File: config.mk
export PLATFORM = sky130hd
export DESIGN_NAME = wake_status_ctrl
export DESIGN_NICKNAME = d
export VERILOG_FILES = /design/src/rtl/wake_status_ctrl.sv
export SDC_FILE = /design/constraint.sdc
export NUM_CORES = 1
export LEC_CHECK = 0
export ABC_AREA = 1
export BUFFER_PORTS_ARGS = -buffer_cell sky130_fd_sc_hd__buf_4
export CAP_MARGIN = 20
export CORE_ASPECT_RATIO = 0.6
export CORE_MARGIN = 4
export CORE_UTILIZATION = 40
export DETAILED_ROUTE_END_ITERATION = 10
export PLACE_DENSITY = 0.68
export SLEW_MARGIN = 20
export SYNTH_ARGS = -nofsm -noshare
export SYNTH_HDL_FRONTEND = slang
export SYNTH_SLANG_ARGS = --single-unit
File: constraint.sdc
create_clock -name clk -period 3.2 [get_ports clk]
set_input_delay 0.64 -clock clk [delete_from_list [all_inputs] [get_ports clk]]
set_output_delay 0.64 -clock clk [all_outputs]
set_load 0.05 [all_outputs]
File: src/rtl/wake_status_ctrl.sv
module wake_status_ctrl #(
  parameter int DEB_CYCLES = 16,
  parameter int RST_LEN    = 8
) (
  input  logic        clk,
  input  logic        por_n,
  input  logic        wr,
  input  logic [31:0] wdata,
  output logic [31:0] rdata,
  input  logic        hotsync,
  input  logic        adp_ok,
  input  logic        rtc_alarm,
  input  logic        ring,
  input  logic        wake_n,
  input  logic        wdt_rst,
  input  logic        warm_n,
  input  logic [2:0]  pll_lock,
  output logic        irq,
  output logic        rst_req_n
);
  localparam int DW = $clog2(DEB_CYCLES + 1);
  localparam int RW = $clog2(RST_LEN + 1);
  localparam logic [6:0] FILTERED = 7'b0011010;

  logic [9:0] s1, s2;
  logic [6:0] cond, prev, set, clr, ev;
  logic [4:0] en;
  logic       por_flag;
  logic [RW-1:0] rcnt;

  wire [9:0] raw = {pll_lock, hotsync, wdt_rst, ~warm_n, ~adp_ok, rtc_alarm, ring, ~wake_n};

  always_ff @(posedge clk or negedge por_n)
    if (!por_n) begin
      s1 <= '0;
      s2 <= '0;
    end else begin
      s1 <= raw;
      s2 <= s1;
    end

  for (genvar i = 0; i < 7; i++) begin : g_src
    if (FILTERED[i]) begin : g_deb
      logic [DW-1:0] cnt;
      logic          filt;
      always_ff @(posedge clk or negedge por_n)
        if (!por_n) begin
          cnt  <= '0;
          filt <= 1'b0;
        end else if (s2[i] == filt) begin
          cnt <= '0;
        end else if (cnt == DW'(DEB_CYCLES - 1)) begin
          cnt  <= '0;
          filt <= s2[i];
        end else begin
          cnt <= cnt + 1'b1;
        end
      assign cond[i] = filt;
    end else begin : g_raw
      assign cond[i] = s2[i];
    end
  end

  assign set = cond & ~prev;
  assign clr = wr ? wdata[10:4] : 7'd0;

  always_ff @(posedge clk or negedge por_n)
    if (!por_n) begin
      prev     <= '0;
      ev       <= '0;
      en       <= '0;
      por_flag <= 1'b1;
      rcnt     <= '0;
    end else begin
      prev <= cond;
      ev   <= (ev & ~clr) | set;
      if (wr) en <= wdata[15:11];
      if (wr && wdata[0]) por_flag <= 1'b0;
      if (wr && wdata[16]) rcnt <= RW'(RST_LEN);
      else if (rcnt != '0) rcnt <= rcnt - 1'b1;
    end

  assign irq       = |(en & {ev[6], ev[3], ev[2], ev[1], ev[0]});
  assign rst_req_n = (rcnt == '0);
  assign rdata     = {15'd0, 1'b0, en, ev, s2[9:7], por_flag};

  a_r3_flags_sticky: assert property (@(posedge clk) disable iff (!por_n)
    !wr |=> ((rdata[10:4] & $past(rdata[10:4])) == $past(rdata[10:4])));
  a_r2_reset_pulse_starts: assert property (@(posedge clk) disable iff (!por_n)
    (wr && wdata[16]) |=> !rst_req_n);
  a_r5_irq_needs_enable: assert property (@(posedge clk) disable iff (!por_n)
    irq |-> (rdata[15:11] != 5'd0));
  a_r4_enable_written: assert property (@(posedge clk) disable iff (!por_n)
    wr |=> (rdata[15:11] == $past(wdata[15:11])));
  a_r10_por_clears: assert property (@(posedge clk) disable iff (!por_n)
    (wr && wdata[0]) |=> !rdata[0]);
endmodule

## Word-level counts from Yosys, hierarchy flattened

Cells that the tools add are included.

| storage, ports and cells | value |
|---|---|
| flip-flop bits (word level) | 62 |
| input bits | 45 |
| output and inout port bits | 34 |
| logic and storage cells | 53 |

| operators by class | value |
|---|---|
| $add $sub $neg | 4 |
| equality and inequality tests | 6 |
| mux-type cells | 9 |
| bitwise logic cells | 12 |
| reduce and logical (&&, ||, !) cells | 9 |

Operators with widths:

| kind | number |
|---|---|
| $mux 5 | 6 |
| $add 5x1->5 const B | 3 |
| $eq 5x4->1 const B | 3 |
| $and 7x7->7 | 2 |
| $not 7->7 | 2 |
| $mux 4 | 2 |
| $mux 7 | 1 |
| $or 7x7->7 | 1 |
| $not 1->1 | 6 |
| $reduce_and 2->1 | 3 |
| $and 5x5->5 | 1 |
| $reduce_or 5->1 | 1 |
| $logic_not 4->1 | 1 |
| $reduce_bool 4->1 | 1 |
| $sub 4x1->4 const B | 1 |
| $eq 1x1->1 | 3 |
| $logic_and 1x1->1 | 2 |
| $reduce_bool 2->1 | 1 |

## Depth between registers and ports, before layout

Gate-level depths: netlist of run 1.

| depth | value |
|---|---|
| depth in word-level cells | 4 |
| depth in mapped cells | 6 |
| mapped depth without buffers | 6 |

## Least setup slack after synthesis of run 1

OpenSTA, ideal clock, no wires.

| timing path | value |
|---|---|
| path type | reg-to-output |
| from | register en[0] |
| to | output port irq |
| arrival | 1.235 ns |
| data required time | 2.560 ns |
| setup slack | 1.325 ns |
| cell stages (with the launch flop) | 5 |
| buffers on the path | 0 |
| cell sequence | dfrtp_1 -> nand2_1 -> nand2_1 -> inv_1 -> nand4_1 |

| on the way | value |
|---|---|
| longest elaborated chain between the ends | 2 |

RTL lines:

| item | line | RTL |
|---|---|---|
| start: declaration | 27 | `logic [4:0] en;` |
| start signal: assignment | 77 | `if (wr) en <= wdata[15:11];` |
| $and 5x5->5 | 83 | `assign irq = \|(en & {ev[6], ev[3], ev[2], ev[1], ev[0]});` |
| $reduce_or 5->1 | 83 |  |
| end: declaration | 18 | `output logic irq,` |

No other way between the ends.

## Worst setup path after layout of run 1

| timing path | value |
|---|---|
| from | register rcnt[0] |
| to | output port rst_req_n |

| on the way | value |
|---|---|
| longest elaborated chain between the ends | 1 |

RTL lines:

| item | line | RTL |
|---|---|---|
| start: declaration | 29 | `logic [RW-1:0] rcnt;` |
| start signal: assignment | 79 | `if (wr && wdata[16]) rcnt <= RW'(RST_LEN);` |
| start signal: assignment | 80 | `else if (rcnt != '0) rcnt <= rcnt - 1'b1;` |
| $logic_not 4->1 | 84 | `assign rst_req_n = (rcnt == '0);` |
| end: declaration | 19 | `output logic rst_req_n` |

No other way between the ends.

==> results of run 1 <==
## power by group
| part | switching (W) | internal, W |
|---|---|---|
| registers | 0.0000395 | 0.000846 |
| logic | 0.000240 | 0.000112 |
| clock network | 0.000274 | 0.000375 |
| total | 0.000554 | 0.00133 |
## final timing paths
| kind | startpoint | endpoint | slack, ns | depth (start not counted) |
|---|---|---|---|---|
| setup / recovery | rcnt[0] | rst_req_n | 1.12 | 5 |
| hold / removal | s1[1] | s2[1] | 0.34 | 0 |
| hold reg to reg | s1[1] | s2[1] | 0.34 | 0 |
| min in group asynchronous | por_n | s2[8] | 0.39 | 1 |
| max in group asynchronous | por_n | g_src[1].g_deb.cnt[0] | 2.33 | 1 |
| setup reg to reg | rcnt[0] | rcnt[0] | 2.06 | 6 |
## layout make-up
class / instances / area [um^2]
fillers: 563 / 2780
flip-flops and latches: 62 / 1550
multi-input cells: 135 / 658
repair buffers: 44 / 330
clock buffers: 11 / 141
inverters: 32 / 120
well taps: 80 / 100
clock inverters: 5 / 50.0
## layer usage
layer	global-route usage, %	vias up	part of all wire (%)
li1	-	789	-
met1	15.2	729	48
met2	18.8	32	46
met3	4.90	9	4.9
met4	6.14	0	1.6
met5	0	-	0
## state kept, by name (all words and copies together), names as in the netlist
signal / cells
s2: 10
ev: 7
rcnt: 4
en: 5
s1: 10
por_flag: 1
g_src.g_deb.filt: 3
prev: 7
g_src.g_deb.cnt: 15
## cells by family (layout without fill, tap and decap cells)
group | count (synthesis) | in the layout | share of synthesized area (%)
adder cells (fa/ha/maj) | 4 | 4 | 2.05
AND/OR/NAND/NOR | 99 | 99 | 17.2
other | 1 | 16 | 0.154
buffers and inverters | 53 | 92 | 11.6
AO/OA/AOI/OAI | 8 | 8 | 1.75
XOR/XNOR | 3 | 3 | 1.08
flip-flops | 62 | 62 | 63.7
multiplexers | 5 | 5 | 2.47
## through the flow
stage	setup WS, ns	utilization, %	instance area, um^2	total power, W	instances
after floorplan	1.32	-	2490	0.00116	250
after global placement	1.49	48.2	2760	0.00124	353
after detailed placement	1.48	48.2	2760	0.00125	353
after CTS	1.11	51.6	2950	0.00192	369
after global routing	1.01	51.6	2950	0.00200	369
final	1.12	51.6	2950	0.00189	369
## placed cells by master (no fill, tap or decap), types with 3 or more instances in the layout
cell	synthesis	layout
buf_4	20	44
clkbuf_8	0	10
clkinv_2	0	4
conb_1	1	16
dfrtp_1	61	61
ha_1	4	4
inv_1	32	32
mux2_2	4	4
nand2_1	55	55
nand3_1	9	9
nand4_1	10	10
nor2_1	23	23
o21ai_1	6	6
xnor2_1	3	3
==> flow_summary_export.csv, run 1 <==
group,metric,value,unit
drt,drt-pass1-iter-count,4,
timing,tns,0,ns
critical_path,crit_fanout,4,
synthesis,async_flop_share,100,%
floorplan,die_height,68.5,um
pwr,power_density,639,nW/um^2
floorplan,core_area,5730,um^2
synthesis,synth_top_area_share,62.7,%
critical_path,worst_path_max_delay_cell,"dfrtp_1",
synthesis,synth_area_leaders,"dfrtp_1, nand2_1, buf_4, inv_1, nor2_1",
finish,antennaDiodeCount,0,
global_route,grt_max_degree,63,
clock_tree,cts_resized,0,
placed_design,io_buffers,44,
global_route,grt_pass1_wl,6780,um
synthesis,ys.flop_type,"dfrtp_1",
finish,nets,333,
timing,hold_violations,0,
synthesis,ys_warn_count,0,
clock_tree,clock_latency,0.32,ns
critical_path,cp.required,2.56,ns
finish,area_delta_synth_final,21.2,%
timing,min_period,2.08,ns
clock_tree,cts_tree,"built",
critical_path,crit_family,"flip-flops",
floorplan,die_width,109,um
critical_path,worstPathBufferInverterCount,3,
min_path,hold_path_class,"reg2reg",
synthesis,synth_edf_count,0,
synthesis,yosysMostFrequentCell,"dfrtp_1",
clock_tree,cts_setup_buffers,0,
floorplan,ios,79,
synthesis,syn_area,2440,um^2
timing,holdWs,0.343,ns
timing,skew,0.00617,ns
clock_tree,cts_buffer_depth,2,
timing,slew_viol_final,0,
status,status,"complete, no violations",
timing,rsz0062_at_grt,"no",
drt,vias,1559,
synthesis,yosys-top-cells-count,"dfrtp_1, nand2_1, inv_1",
timing,slew_headroom,50.5,%
clock_tree,cts_buffers,9,
synthesis,synth.largest_area_cell,"dfrtp_1",
drt,drtAntennaViolNets,0,
pwr,p_leak,1.55,nW
finish,layout-drive-gt1-share,22.8,%
synthesis,ys_seq_area_share,63.7,%
critical_path,worstSetupEndpointType,"output pin",
timing,min_period_over_period,65.1,%
clock_tree,cts_num_sinks,62,
clock_tree,hold_buffers,0,
global_route,antenna_found_initial,0,
timing,worst_pin_slew,0.742,ns
clock_tree,root_buffer,"clkbuf_8",
synthesis,avgSynthCellArea,10.4,um^2
floorplan,rows,21,
global_route,grt_pass1_vias,1513,
flow_run,maxCapViolCount,0,
critical_path,critPathArrivalTime,1.44,ns
critical_path,path_cells,"inv_1, ha_1, nand3_1, inv_1, buf_4",
drt,drc,0,
floorplan,die_area,7440,um^2
clock_tree,path_clk_slew,0.06,ns
floorplan,start_util,42.5,%
timing,final-setup-viol-count,0,
drt,routed_wl,3940,um
drt,viasPerCell,4.22,
critical_path,path_common_cell,"inv_1",
drt,drt-initial-drc-count,85,
global_route,grt_usage,12.3,%
synthesis,syn_inst,235,
clock_tree,htreeDepth,3,
pwr,vdd_ir_drop_max,0.203,mV
critical_path,cp-start-kind,"flop",
timing,timing.fmax,0.480,GHz
synthesis,ys_types,19,
critical_path,critPathKind,"reg2out",
synthesis,synth-seq-cells,62,
placed_design,globalplace.congestion,0.762,
placed_design,dp_hpwl,2830,um
drt,wl_per_cell,10.7,um
critical_path,slowest_delay,0.39,ns
global_route,grt_overflow,0,
No activity file was read; power rests on OpenSTA's default activity.
==> inputs of run 2 (changes only) <==
==> constraint.sdc (replaced) <==
create_clock -name clk -period 2.05 [get_ports clk]
set_input_delay 0.41 -clock clk [delete_from_list [all_inputs] [get_ports clk]]
set_output_delay 0.41 -clock clk [all_outputs]
set_load 0.05 [all_outputs]
==> flow_summary_export.csv, run 2 (synthesis gave the netlist of run 1 again) <==
group,metric,value,unit
global_route,antenna_found_initial,0,
critical_path,worstPathBufferInverterCount,3,
clock_tree,cts_resized,0,
finish,antennaDiodeCount,0,
floorplan,rows,21,
global_route,grt_pass1_wl,6780,um
drt,drc,0,
timing,skew,0.00342,ns
pwr,power_density,1000,nW/um^2
min_path,hold_path_class,"in2async",
timing,tns,0,ns
finish,layout_commonest_cell,"dfrtp_1",
clock_tree,clock_latency,0.32,ns
timing,rsz0062_at_grt,"no",
finish,area_delta_synth_final,21.6,%
clock_tree,cts_tree,"built",
timing,worst_pin_slew,0.749,ns
finish,top_register,"g_src.g_deb.cnt",
placed_design,globalplace.congestion,0.757,
placed_design,dp_hpwl,2820,um
clock_tree,htreeDepth,3,
critical_path,crit_fanout,4,
drt,wl_per_cell,10.5,um
finish,nets,333,
floorplan,die_height,68.5,um
timing,slew_viol_final,0,
flow_run,maxCapViolCount,0,
global_route,grt_overflow,0,
critical_path,r2r_end,"rcnt[1]",
critical_path,slowest_delay,0.39,ns
pwr,p_leak,1.56,nW
clock_tree,cts_buffer_depth,2,
critical_path,critPathKind,"reg2out",
timing,timing.fmax,0.532,GHz
drt,drt-initial-drc-count,95,
placed_design,io_buffers,44,
critical_path,crit_family,"flip-flops",
drt,drtAntennaViolNets,0,
finish,top_regs,"g_src.g_deb.cnt x15, s1 x10, s2 x10",
timing,min_period,1.88,ns
clock_tree,cts_num_sinks,62,
clock_tree,cts_setup_buffers,0,
critical_path,cp.required,1.64,ns
clock_tree,root_buffer,"clkbuf_8",
floorplan,core_area,5730,um^2
status,status,"complete, no violations",
timing,slew_headroom,50.1,%
timing,min_period_over_period,91.6,%
global_route,grt_pass1_vias,1536,
floorplan,die_area,7440,um^2
finish,fill_cells,539,
finish,multiInputGateArea,658,um^2
global_route,grt_max_degree,63,
critical_path,critPathArrivalTime,1.47,ns
finish,most-common-layout-cells,"dfrtp_1, nand2_1, buf_4",
drt,vias,1525,
critical_path,path_cells,"inv_1, ha_1, nand3_1, inv_1, buf_4",
finish,layout-drive-gt1-share,22.8,%
clock_tree,hold_buffers,0,
critical_path,worst_path_max_delay_cell,"dfrtp_1",
floorplan,ios,79,
placed_design,dpl.cell_count,353,
floorplan,die_width,109,um
drt,routed_wl,3890,um
critical_path,worstRegToRegCells,6,
critical_path,cp-start-kind,"flop",
drt,viasPerCell,4.13,
finish,largest_reg_flops,15,
pwr,vdd_ir_drop_max,0.376,mV
finish,final_cells,369,
global_route,grt_usage,12.4,%
clock_tree,path_clk_slew,0.06,ns
timing,hold_violations,0,
clock_tree,cts_buffers,9,
critical_path,r2r_slack,0.88,ns
timing,final-setup-viol-count,0,
floorplan,start_util,42.5,%
critical_path,worstSetupEndpointType,"output pin",
critical_path,path_common_cell,"inv_1",
drt,drt-pass1-iter-count,4,
critical_path,r2r-start,"rcnt[0]",
finish,seqCellArea,1550,um^2
==> run 2: cell type report <==
class                   count  area share (%)
well taps                  80            3.38
flip-flops and latches     62            52.4
inverters                  32            4.06
clock buffers              12            5.24
repair buffers             44            11.2
clock inverters             4            1.52
multi-input cells         135            22.2
==> run 2: power breakdown <==
group | leakage (nW) | switching, W | internal, W
logic | 0.682 | 0.000371 | 0.000175
registers | 0.769 | 0.0000605 | 0.00132
clock network | 0.106 | 0.000421 | 0.000622
total | 1.56 | 0.000852 | 0.00212
==> run 2: how the worst max path moves through the flow <==
stage                 start         to  slack [ns]  cells after the start
floorplan             en[0]        irq        0.40                      4
global route        rcnt[0]  rst_req_n        0.06                      5
global placement    rcnt[0]  rst_req_n        0.56                      5
finish              rcnt[0]  rst_req_n        0.17                      5
CTS                 rcnt[0]  rst_req_n        0.15                      5
detailed placement  rcnt[0]  rst_req_n        0.52                      5
==> run 2: worst reg2reg max path: stages (launching register included) <==
cell,delay [ns]
dfrtp_1,0.39
inv_1,0.08
ha_1,0.19
inv_1,0.07
nor2_1,0.17
nand4_1,0.12
nand2_1,0.09
==> run 2: per-layer routing <==
metal / global-route usage, % / vias up / wire length [um]
met2: 19.2 / 41 / 1700
met4: 5.20 / 0 / 74
li1: - / 789 / -
met3: 5.94 / 10 / 272
met1: 15.0 / 685 / 1840
met5: 0 / - / 0
==> run 2: per-stage QoR <==
stage	instance area [um^2]	util, %	setup WS, ns	total power [W]	hold WS, ns
floorplan	2490	-	0.405	0.00181	0.114
global placement	2760	48.2	0.564	0.00194	0.331
detailed placement	2760	48.2	0.516	0.00195	0.335
CTS	2960	51.7	0.155	0.00302	0.169
global route	2960	51.7	0.0550	0.00315	0.158
finish	2960	51.7	0.171	0.00297	0.154
